===== config.mk =====
export PLATFORM = sky130hd
export DESIGN_NAME = search_win_buf
export DESIGN_NICKNAME = d
export VERILOG_FILES = /design/src/rtl/swb_pkg.sv /design/src/rtl/swb_addr_map.sv /design/src/rtl/swb_col_ram.sv /design/src/rtl/swb_fill_ctrl.sv /design/src/rtl/search_win_buf.sv
export SDC_FILE = /design/constraint.sdc
export NUM_CORES = 1
export LEC_CHECK = 0
export BUFFER_PORTS_ARGS = -buffer_cell sky130_fd_sc_hd__buf_2
export CAP_MARGIN = 20
export CORE_ASPECT_RATIO = 0.75
export CORE_MARGIN = 1
export CORE_UTILIZATION = 65
export DETAILED_ROUTE_END_ITERATION = 16
export PLACE_DENSITY = 0.89
export SLEW_MARGIN = 20
export SYNTH_ARGS = -nofsm -noshare
export SYNTH_HDL_FRONTEND = slang
export SYNTH_SLANG_ARGS = --single-unit
export TNS_END_PERCENT = 20

===== constraint.sdc =====
create_clock -name clk -period 14.1 [get_ports clk]
set_input_delay 2.115 -clock clk [delete_from_list [all_inputs] [get_ports clk]]
set_output_delay 2.115 -clock clk [all_outputs]
set_load 0.01 [all_outputs]

===== src/rtl/swb_pkg.sv =====
package swb_pkg;

  typedef enum logic {
    FS_IDLE = 1'b0,
    FS_FILL = 1'b1
  } fill_state_t;

  function automatic int win_span(input int blk_n, input int range_p);
    return 2 * range_p + blk_n - 1;
  endfunction

endpackage


===== src/rtl/swb_addr_map.sv =====
module swb_addr_map #(
  parameter int COLS = 11,
  parameter int ROWS = 11,
  parameter int XW   = 4,
  parameter int YW   = 4,
  parameter int AW   = 7
) (
  input  logic [XW-1:0] win_x,
  input  logic [XW-1:0] head,
  input  logic [YW-1:0] win_y,
  output logic [AW-1:0] addr
);
  localparam int SW = XW + 1;

  logic [SW-1:0] sum;
  logic [XW-1:0] phys;

  always_comb begin
    sum = {1'b0, win_x} + {1'b0, head};
    if (sum >= SW'(COLS)) phys = XW'(sum - SW'(COLS));
    else                  phys = XW'(sum);
    addr = AW'(phys) * AW'(ROWS) + AW'(win_y);
  end

endmodule


===== src/rtl/swb_col_ram.sv =====
module swb_col_ram #(
  parameter int DEPTH = 121,
  parameter int AW    = 7,
  parameter int DW    = 8
) (
  input  logic          clk,
  input  logic          we,
  input  logic [AW-1:0] waddr,
  input  logic [DW-1:0] wdata,
  input  logic [AW-1:0] raddr,
  output logic [DW-1:0] rdata
);
  logic [DW-1:0] mem [DEPTH];

  always_ff @(posedge clk) begin
    if (we) mem[waddr] <= wdata;
  end

  always_ff @(posedge clk) begin
    rdata <= mem[raddr];
  end

endmodule


===== src/rtl/swb_fill_ctrl.sv =====
module swb_fill_ctrl
  import swb_pkg::*;
#(
  parameter int COLS  = 11,
  parameter int ROWS  = 11,
  parameter int STEP  = 4,
  parameter int XW    = 4,
  parameter int YW    = 4
) (
  input  logic          clk,
  input  logic          rst,
  input  logic          row_start,
  input  logic          blk_next,
  input  logic          fetch_vld,
  output logic          fetch_req,
  output logic [XW-1:0] fetch_x,
  output logic [YW-1:0] fetch_y,
  output logic [XW-1:0] head,
  output logic          win_ready,
  output logic          wr_en
);
  localparam logic [XW-1:0] X_LAST    = XW'(COLS - 1);
  localparam logic [XW-1:0] X_NEWCOL  = XW'(COLS - STEP);
  localparam logic [YW-1:0] Y_LAST    = YW'(ROWS - 1);
  localparam int            HW        = XW + 1;

  fill_state_t   state;
  logic [HW-1:0] head_sum;
  logic [XW-1:0] head_adv;

  always_comb begin
    head_sum = {1'b0, head} + HW'(STEP);
    if (head_sum >= HW'(COLS)) head_adv = XW'(head_sum - HW'(COLS));
    else                       head_adv = XW'(head_sum);
  end

  assign fetch_req = (state == FS_FILL);
  assign wr_en     = fetch_req && fetch_vld;

  always_ff @(posedge clk) begin
    if (rst) begin
      state     <= FS_IDLE;
      win_ready <= 1'b0;
      head      <= '0;
      fetch_x   <= '0;
      fetch_y   <= '0;
    end else if (row_start) begin
      state     <= FS_FILL;
      win_ready <= 1'b0;
      head      <= '0;
      fetch_x   <= '0;
      fetch_y   <= '0;
    end else if (blk_next && win_ready) begin
      state     <= FS_FILL;
      win_ready <= 1'b0;
      head      <= head_adv;
      fetch_x   <= X_NEWCOL;
      fetch_y   <= '0;
    end else if (wr_en) begin
      if (fetch_y == Y_LAST) begin
        fetch_y <= '0;
        if (fetch_x == X_LAST) begin
          state     <= FS_IDLE;
          win_ready <= 1'b1;
        end else begin
          fetch_x <= fetch_x + 1'b1;
        end
      end else begin
        fetch_y <= fetch_y + 1'b1;
      end
    end
  end

endmodule


===== src/rtl/search_win_buf.sv =====
module search_win_buf
  import swb_pkg::*;
#(
  parameter int BLK_N   = 4,
  parameter int RANGE_P = 4,
  parameter int PIX_W   = 8
) (
  input  logic                                       clk,
  input  logic                                       rst,
  input  logic                                       row_start,
  input  logic                                       blk_next,
  output logic                                       fetch_req,
  output logic [$clog2(2*RANGE_P+BLK_N-1)-1:0]       fetch_x,
  output logic [$clog2(2*RANGE_P+BLK_N-1)-1:0]       fetch_y,
  input  logic                                       fetch_vld,
  input  logic [PIX_W-1:0]                           fetch_pix,
  input  logic [$clog2(2*RANGE_P+BLK_N-1)-1:0]       rd_x,
  input  logic [$clog2(2*RANGE_P+BLK_N-1)-1:0]       rd_y,
  output logic [PIX_W-1:0]                           rd_pix,
  output logic                                       win_ready
);
  localparam int WIN_W = win_span(BLK_N, RANGE_P);
  localparam int WIN_H = win_span(BLK_N, RANGE_P);
  localparam int XW    = $clog2(WIN_W);
  localparam int YW    = $clog2(WIN_H);
  localparam int DEPTH = WIN_W * WIN_H;
  localparam int AW    = $clog2(DEPTH);

  logic [XW-1:0] head;
  logic          wr_en;
  logic [AW-1:0] waddr;
  logic [AW-1:0] raddr;

  swb_fill_ctrl #(
    .COLS(WIN_W), .ROWS(WIN_H), .STEP(BLK_N), .XW(XW), .YW(YW)
  ) u_ctrl (
    .clk(clk), .rst(rst), .row_start(row_start), .blk_next(blk_next),
    .fetch_vld(fetch_vld), .fetch_req(fetch_req), .fetch_x(fetch_x),
    .fetch_y(fetch_y), .head(head), .win_ready(win_ready), .wr_en(wr_en)
  );

  swb_addr_map #(
    .COLS(WIN_W), .ROWS(WIN_H), .XW(XW), .YW(YW), .AW(AW)
  ) u_wmap (
    .win_x(fetch_x), .head(head), .win_y(fetch_y), .addr(waddr)
  );

  swb_addr_map #(
    .COLS(WIN_W), .ROWS(WIN_H), .XW(XW), .YW(YW), .AW(AW)
  ) u_rmap (
    .win_x(rd_x), .head(head), .win_y(rd_y), .addr(raddr)
  );

  swb_col_ram #(
    .DEPTH(DEPTH), .AW(AW), .DW(PIX_W)
  ) u_ram (
    .clk(clk), .we(wr_en), .waddr(waddr), .wdata(fetch_pix),
    .raddr(raddr), .rdata(rd_pix)
  );

endmodule


==> out/results.txt, run 1 <==
status: finished, final reports clean
critical path class: in -> reg
pin count of the biggest net entering global routing: 122
Async S/R FF share, synth: 0
register area share after synthesis: 0.735
num rows: 78
f_max: 0.118 GHz
Final nets: 2,147
switching part of the total power: 0.314
DR DRC count: 0
Area after DPL: 41,000 µm²
total global routing track utilization: 0.327
synth-to-layout area growth: 9.25%
Die X: 289 µm
IO Count: 39
startpoint types: input port
Yosys top cell area share: 0.724
via count: 21,500
Synth Area per Inst: 20.0 µm²
CTS Buffer Depth: 3
Clock power frac: 0.307
Initial Utilization: 0.661
Synth cell types: 68
vias in the first global route: 21,300
die area: 62,800 µm²
Post-CTS Hold Buffers: 0
Final GP Congestion: 0.886
Fin. Hold Viols: 0
post-synthesis register bit count: 990
Seq pwr share: 0.418
CTS tree: yes
Worst slew margin: 0.212
CP Buf/Inv Count: 3
number of H-tree levels: 3
Final WS setup: 5.65 ns
port bufs: 38
total grt overflow: 0
cts bufs inserted: 87
Synth Net Count: 2,085
# setup viols final: 0
most numerous cell in the Yosys netlist: edfxtp_1
skew final: 0.0323 ns
pwr/cell area: 178 nW/µm²
leakage: 14.0 nW
wirelength, routed: 101 mm
router iterations before antenna repair: 7
cts repair resizes: 0
Least-Margin Pin Slew: 1.17 ns
first-pass GRT wire length: 145 mm
RSZ-0062 raised after global routing: false
Max Slew Vio Count: 0
Via density: 7.30
antenna violations before repair: 1
Tmin final: 8.45 ns
top cells by count, synth: edfxtp_1, mux4_2, nor2_1
dpl ws: 5.32 ns
CP max FO: 48
share of cells above drive strength 1: 0.225
Clock Root Buffer: clkbuf_16
Top FF cell, synth: edfxtp_1
CP top delay family: adder cells
Final ANT Viol Nets: 0
Yosys warnings: 0
final setup TNS: 0 ns
Post-CTS Setup Inserts: 0
Worst path slowest cell: fa_4
wire per inst: 34.2 µm
critical path endpoint category: flop
Switch Pwr: 2.45 mW
post-layout util: 0.722
Worst VDD drop: 0.165 mV
Int Power: 5.35 mW
die height: 217 µm
Initial DRC Count: 3,421
top cells by area in the synthesized netlist: edfxtp_1, mux4_2, mux2i_1
Max stage delay on crit path: 1.34 ns
Max Cap Viol: 0
Core ar.: 60,800 µm²
post-DP HPWL: 57.3 mm
clock sink count: 990
Design Power: 7.80 mW
crit path DAT: 8.96 ns
instance count of the mapped netlist: 2,010
Comb pwr share: 0.276
Post-synth EDFFs: 968
Final period util: 0.600
Worst-Skew Late Latency: 0.65 ns
Mapped Area: 40,200 µm²
cell taking the most area after synthesis: edfxtp_1
cells along the critical path: buf_2 > ha_1 > fa_1 > xnor2_1 > nand2_1 > nor2_1 > nor2_1 > nor2_1 > mux2_2 > ha_1 > ha_1 > ha_4 > inv_1 > fa_4 > buf_4 > mux4_2 > and2_1 > a2111oi_0 > nor4_1 > a31oi_1 > a21oi_1
Critical Path RT: 14.60 ns
post-route cell area: 43,900 µm²
Hold Crit Class: reg -> reg
Reg clk slew, reported paths: 0.07 ns
-- area by class of cell --
class	count	area [µm²]
inverter	17	63.8
clock buffer	118	2470
sequential	990	29500
timing repair buffer	74	517
antenna	1	2.50
multi-input combinational	902	9990
clock inverter	41	339
fill	3223	16900
tap	800	1000
-- logic make-up (layout without fill, tap and decap cells) --
group | after synthesis | count (layout) | synth area share
AOI/OAI and AO/OA | 151 | 151 | 0.0249
xor gates and xnor gates | 32 | 32 | 0.00835
adders and majority gates | 54 | 54 | 0.0183
buffers and inverters | 118 | 250 | 0.0184
DFF | 990 | 990 | 0.735
muxes | 318 | 318 | 0.155
other | 0 | 1 | 0
and+or+nand+nor | 347 | 347 | 0.0401
-- flip-flops by register name (all words and copies together), names as in the netlist --
register,count
u_ram.rdata,8
u_ram.mem,968
u_ctrl.fetch_req,1
u_ctrl.head,4
u_ctrl.fetch_y,4
u_ctrl.fetch_x,4
u_ctrl.win_ready,1
-- per-stage QoR --
step | std cells | hold WS [ns]
floorplan | 2010 | 0.496
global placement | 2782 | 0.509
detailed placement | 2782 | 0.523
CTS | 2941 | 0.537
global route | 2942 | 0.590
finish | 2943 | 0.547
-- cell usage in the layout, fill, tap and decap left out, types with 8 or more instances in the layout --
master     instances
inv_1             15
xnor2_1           16
dfxtp_1           22
clkinv_2          17
clkinv_1          13
nand3_1           40
a221oi_1           8
buf_4             41
a211oi_1          15
a21oi_1           43
nor2_1           154
clkbuf_16         91
a31oi_1           15
nand3_4            8
nor3_1             8
nand2_1           84
ha_1              44
clkbuf_1          18
mux2i_1           67
nor2b_1            9
clkbuf_8           9
mux4_2           242
and2_1            10
xor2_1            10
o21ai_0           16
edfxtp_1         968
buf_2             30
-- layer usage --
metal | part of all wire | vias to the layer above | global-route usage
met2 | 0.47 | 1893 | 0.508
met5 | 0.00013 | - | 0
met3 | 0.13 | 335 | 0.0901
met4 | 0.046 | 2 | 0.124
li1 | - | 8330 | -
met1 | 0.35 | 10900 | 0.449
-- worst min-delay path: stages, from the launching register on --
cell and delay [ns]:
dfxtp_1 0.36, nand3_1 0.09, a21oi_1 0.06
-- power by group through the flow --
| stage | clock (mW) | sequential (mW) | combinational (mW) |
|---|---|---|---|
| finish | 2.39 | 3.26 | 2.15 |
| global route | 2.49 | 3.26 | 2.20 |
| CTS | 2.38 | 3.26 | 2.08 |
| detailed placement | 0 | 3.32 | 2.03 |
| global placement | 0 | 3.32 | 1.96 |
| floorplan | 0 | 3.32 | 1.36 |
-- worst paths after layout --
| check | from | endpoint | slack [ns] | depth (start not counted) |
|---|---|---|---|---|
| worst min-delay path | u_ctrl.win_ready | u_ctrl.head[3] | 0.55 | 2 |
| worst max-delay path | rd_x[0] | u_ram.rdata[0] | 5.65 | 21 |
| worst max register to register | u_ctrl.head[0] | u_ram.rdata[0] | 6.81 | 19 |
| worst min register to register | u_ctrl.win_ready | u_ctrl.head[3] | 0.55 | 2 |
Note: power is estimated with default switching activity, not from simulation.
==> run 2, diff against run 1 <==
Settings changed: CORE_UTILIZATION 65 to 63, PLACE_DENSITY 0.89 to 0.86.
Clock period 14.1 ns to 8.3 ns, I/O delays scaled along.
==> run 2 against run 1 <==
Net effect: critical path depth is the same; final cell count grew 1.8%; wire length shrank 2.6%; power grew 71%; critical endpoint is now u_ram.rdata[5]; clock power grew 72%; critical path type unchanged; combinational power grew 71%; cell area grew 0.57%.
==> out/results.txt, run 2 (synthesis results as in run 1) <==
wirelength, routed: 98.0 mm (was 101 mm)
most frequent cells in the layout: edfxtp_1, mux4_2, nor2_1, clkbuf_16, nand2_1 (unchanged)
total grt overflow: 0 (unchanged)
via count: 21,200 (was 21,500)
Final period util: 0.883
Biggest register: u_ram.mem (unchanged)
vias in the first global route: 21,400 (was 21,300)
leakage: 14.1 nW (was 14.0 nW)
Filler Cell Count: 3,522 (was 3,223)
pin count of the biggest net entering global routing: 107 (was 122)
most common cell after layout, fill and taps aside: edfxtp_1 (unchanged)
reg2reg setup slack: 1.27 ns (was 6.81 ns)
share of cells above drive strength 1: 0.227 (was 0.225)
final hold slack: 0.532 ns (was 0.547 ns)
die area: 64,800 µm² (was 62,800 µm²)
Hold Crit Class: reg -> reg (unchanged)
Worst path slowest cell: fa_4 (unchanged)
Max Slew Vio Count: 0 (unchanged)
status: finished, final reports clean (unchanged)
Critical Path Start: rd_x[0] (unchanged)
cts repair resizes: 0 (unchanged)
skew final: 0.0298 ns (was 0.0323 ns)
clock sink count: 990 (unchanged)
Worst slew margin: 0.198 (was 0.212)
Max stage delay on crit path: 1.41 ns (was 1.34 ns)
number of H-tree levels: 3 (unchanged)
RSZ-0062 raised after global routing: false (unchanged)
Fin. Hold Viols: 0 (unchanged)
IO Count: 39 (unchanged)
Reg clk slew, reported paths: 0.07 ns (about the same)
pwr/cell area: 302 nW/µm² (was 178 nW/µm²)
critical path endpoint category: flop (unchanged)
Initial DRC Count: 3,393 (was 3,421)
num rows: 79 (was 78)
port bufs: 38 (unchanged)
Post-CTS Setup Inserts: 0 (unchanged)
RR Endpoint: u_ram.rdata[5] (was u_ram.rdata[0])
Worst-Skew Late Latency: 0.64 ns (was 0.65 ns)
Final nets: 2,155 (was 2,147)
CTS tree: yes (unchanged)
Final ANT Viol Nets: 0 (unchanged)
max reg flops: 968 (unchanged)
placed cells: 2,841 (was 2,782)
RR Startpoint: u_ctrl.head[0] (unchanged)
Clock Root Buffer: clkbuf_16 (unchanged)
Post-CTS Hold Buffers: 0 (unchanged)
Initial Utilization: 0.642 (was 0.661)
synth-to-layout area growth: 9.88% (was 9.25%)
Non-Filler Instances: 2,997 (was 2,943)
f_max: 0.137 GHz
worst r2r path cells: 20 (was 19)
crit path DAT: 7.81 ns (was 8.96 ns)
Die X: 294 µm (was 289 µm)
Final GP Congestion: 0.872 (was 0.886)
Core ar.: 62,600 µm² (was 60,800 µm²)
final setup TNS: 0 ns (unchanged)
die height: 221 µm (was 217 µm)
antenna violations before repair: 0 (was 1)
first-pass GRT wire length: 143 mm (was 145 mm)
critical path class: in -> reg (unchanged)
Critical Path RT: 8.79 ns (was 14.60 ns)
Least-Margin Pin Slew: 1.20 ns (was 1.17 ns)
Worst VDD drop: 0.248 mV (was 0.165 mV)
post-DP HPWL: 56.0 mm (was 57.3 mm)
CTS Buffer Depth: 3 (unchanged)
total global routing track utilization: 0.312 (was 0.327)
Max Cap Viol: 0 (unchanged)
cells along the critical path: buf_2 > ha_1 > fa_1 > xnor2_1 > nand2_1 > nor2_1 > nor2_1 > nor2_1 > mux2_2 > ha_1 > ha_1 > ha_4 > inv_1 > fa_4 > buf_4 > mux4_2 > nand2_1 > a21oi_1 > o311ai_0 > and3b_1 > a31oi_1 (was buf_2 > ha_1 > fa_1 > xnor2_1 > nand2_1 > nor2_1 > nor2_1 > nor2_1 > mux2_2 > ha_1 > ha_1 > ha_4 > inv_1 > fa_4 > buf_4 > mux4_2 > and2_1 > a2111oi_0 > nor4_1 > a31oi_1 > a21oi_1)
cts bufs inserted: 87 (unchanged)
biggest regs: u_ram.mem: 968 flops, u_ram.rdata: 8 flops (unchanged)
Tmin final: 7.33 ns
number of antenna diodes: 0 (was 1)
CP max FO: 42 (was 48)
wire per inst: 32.7 µm (was 34.2 µm)
DR DRC count: 0 (unchanged)
Critical path destination: u_ram.rdata[5] (was u_ram.rdata[0])
# setup viols final: 0 (unchanged)
router iterations before antenna repair: 9 (was 7)
startpoint types: input port (unchanged)
Via density: 7.09 (was 7.30)
[run 2: layout make-up]
class	instances	area, µm²	area share
Clock buffer	104	2310	0.0524
Clock inverter	52	538	0.0122
Inverter	17	63.8	0.00145
Multi-Input combinational cell	902	10000	0.226
Sequential cell	990	29500	0.668
Tap cell	850	1060	0.0241
Timing Repair Buffer	82	657	0.0149
[run 2: per-layer routing]
layer  share of wire  global-route usage  vias up
met5               0                   0        -
met4           0.034              0.0955        0
met3            0.13              0.0781      273
met2            0.48               0.498     1828
met1            0.36               0.432    10800
li1                -                   -     8340
[run 2: how the worst min path moves through the flow]
| stage | to | startpoint | slack [ns] | cells after the start |
|---|---|---|---|---|
| 6_report | u_ctrl.head[3] | u_ctrl.win_ready | 0.53 | 2 |
| 5_1_grt | u_ctrl.head[3] | u_ctrl.win_ready | 0.56 | 2 |
| 4_1_cts | u_ctrl.head[3] | u_ctrl.win_ready | 0.53 | 2 |
| 3_5_place_dp | u_ctrl.head[3] | u_ctrl.win_ready | 0.51 | 2 |
| 3_3_place_gp | u_ctrl.head[3] | u_ctrl.win_ready | 0.50 | 2 |
| 2_1_floorplan | u_ctrl.head[3] | u_ctrl.head[3] | 0.50 | 2 |
[run 2: report_power, final]
part / internal, mW / switching [mW]
Combinational: 1.40 / 2.27
Sequential: 5.51 / 0.0224
Clock: 2.28 / 1.82
[run 2: stage by stage]
stage | setup slack (ns) | power (mW) | util | cell area, µm²
CTS | 1.14 | 13.2 | 0.705 | 44100
finish | 0.974 | 13.3 | 0.705 | 44100
floorplan | 2.37 | 7.95 | - | 40200
detailed placement | 0.521 | 9.15 | 0.660 | 41300
global route | 0.783 | 13.6 | 0.705 | 44100
global placement | 0.759 | 9.03 | 0.660 | 41300
[run 2: critical path: cells and delay by family]
kind	cells	cell delay, ns
adder cells (fa/ha/maj)	6	2.80
AND/OR/NAND/NOR	6	1.07
AO/OA/AOI/OAI	3	0.98
XOR/XNOR	1	0.25
multiplexers	2	0.77
buffers and inverters	3	0.63
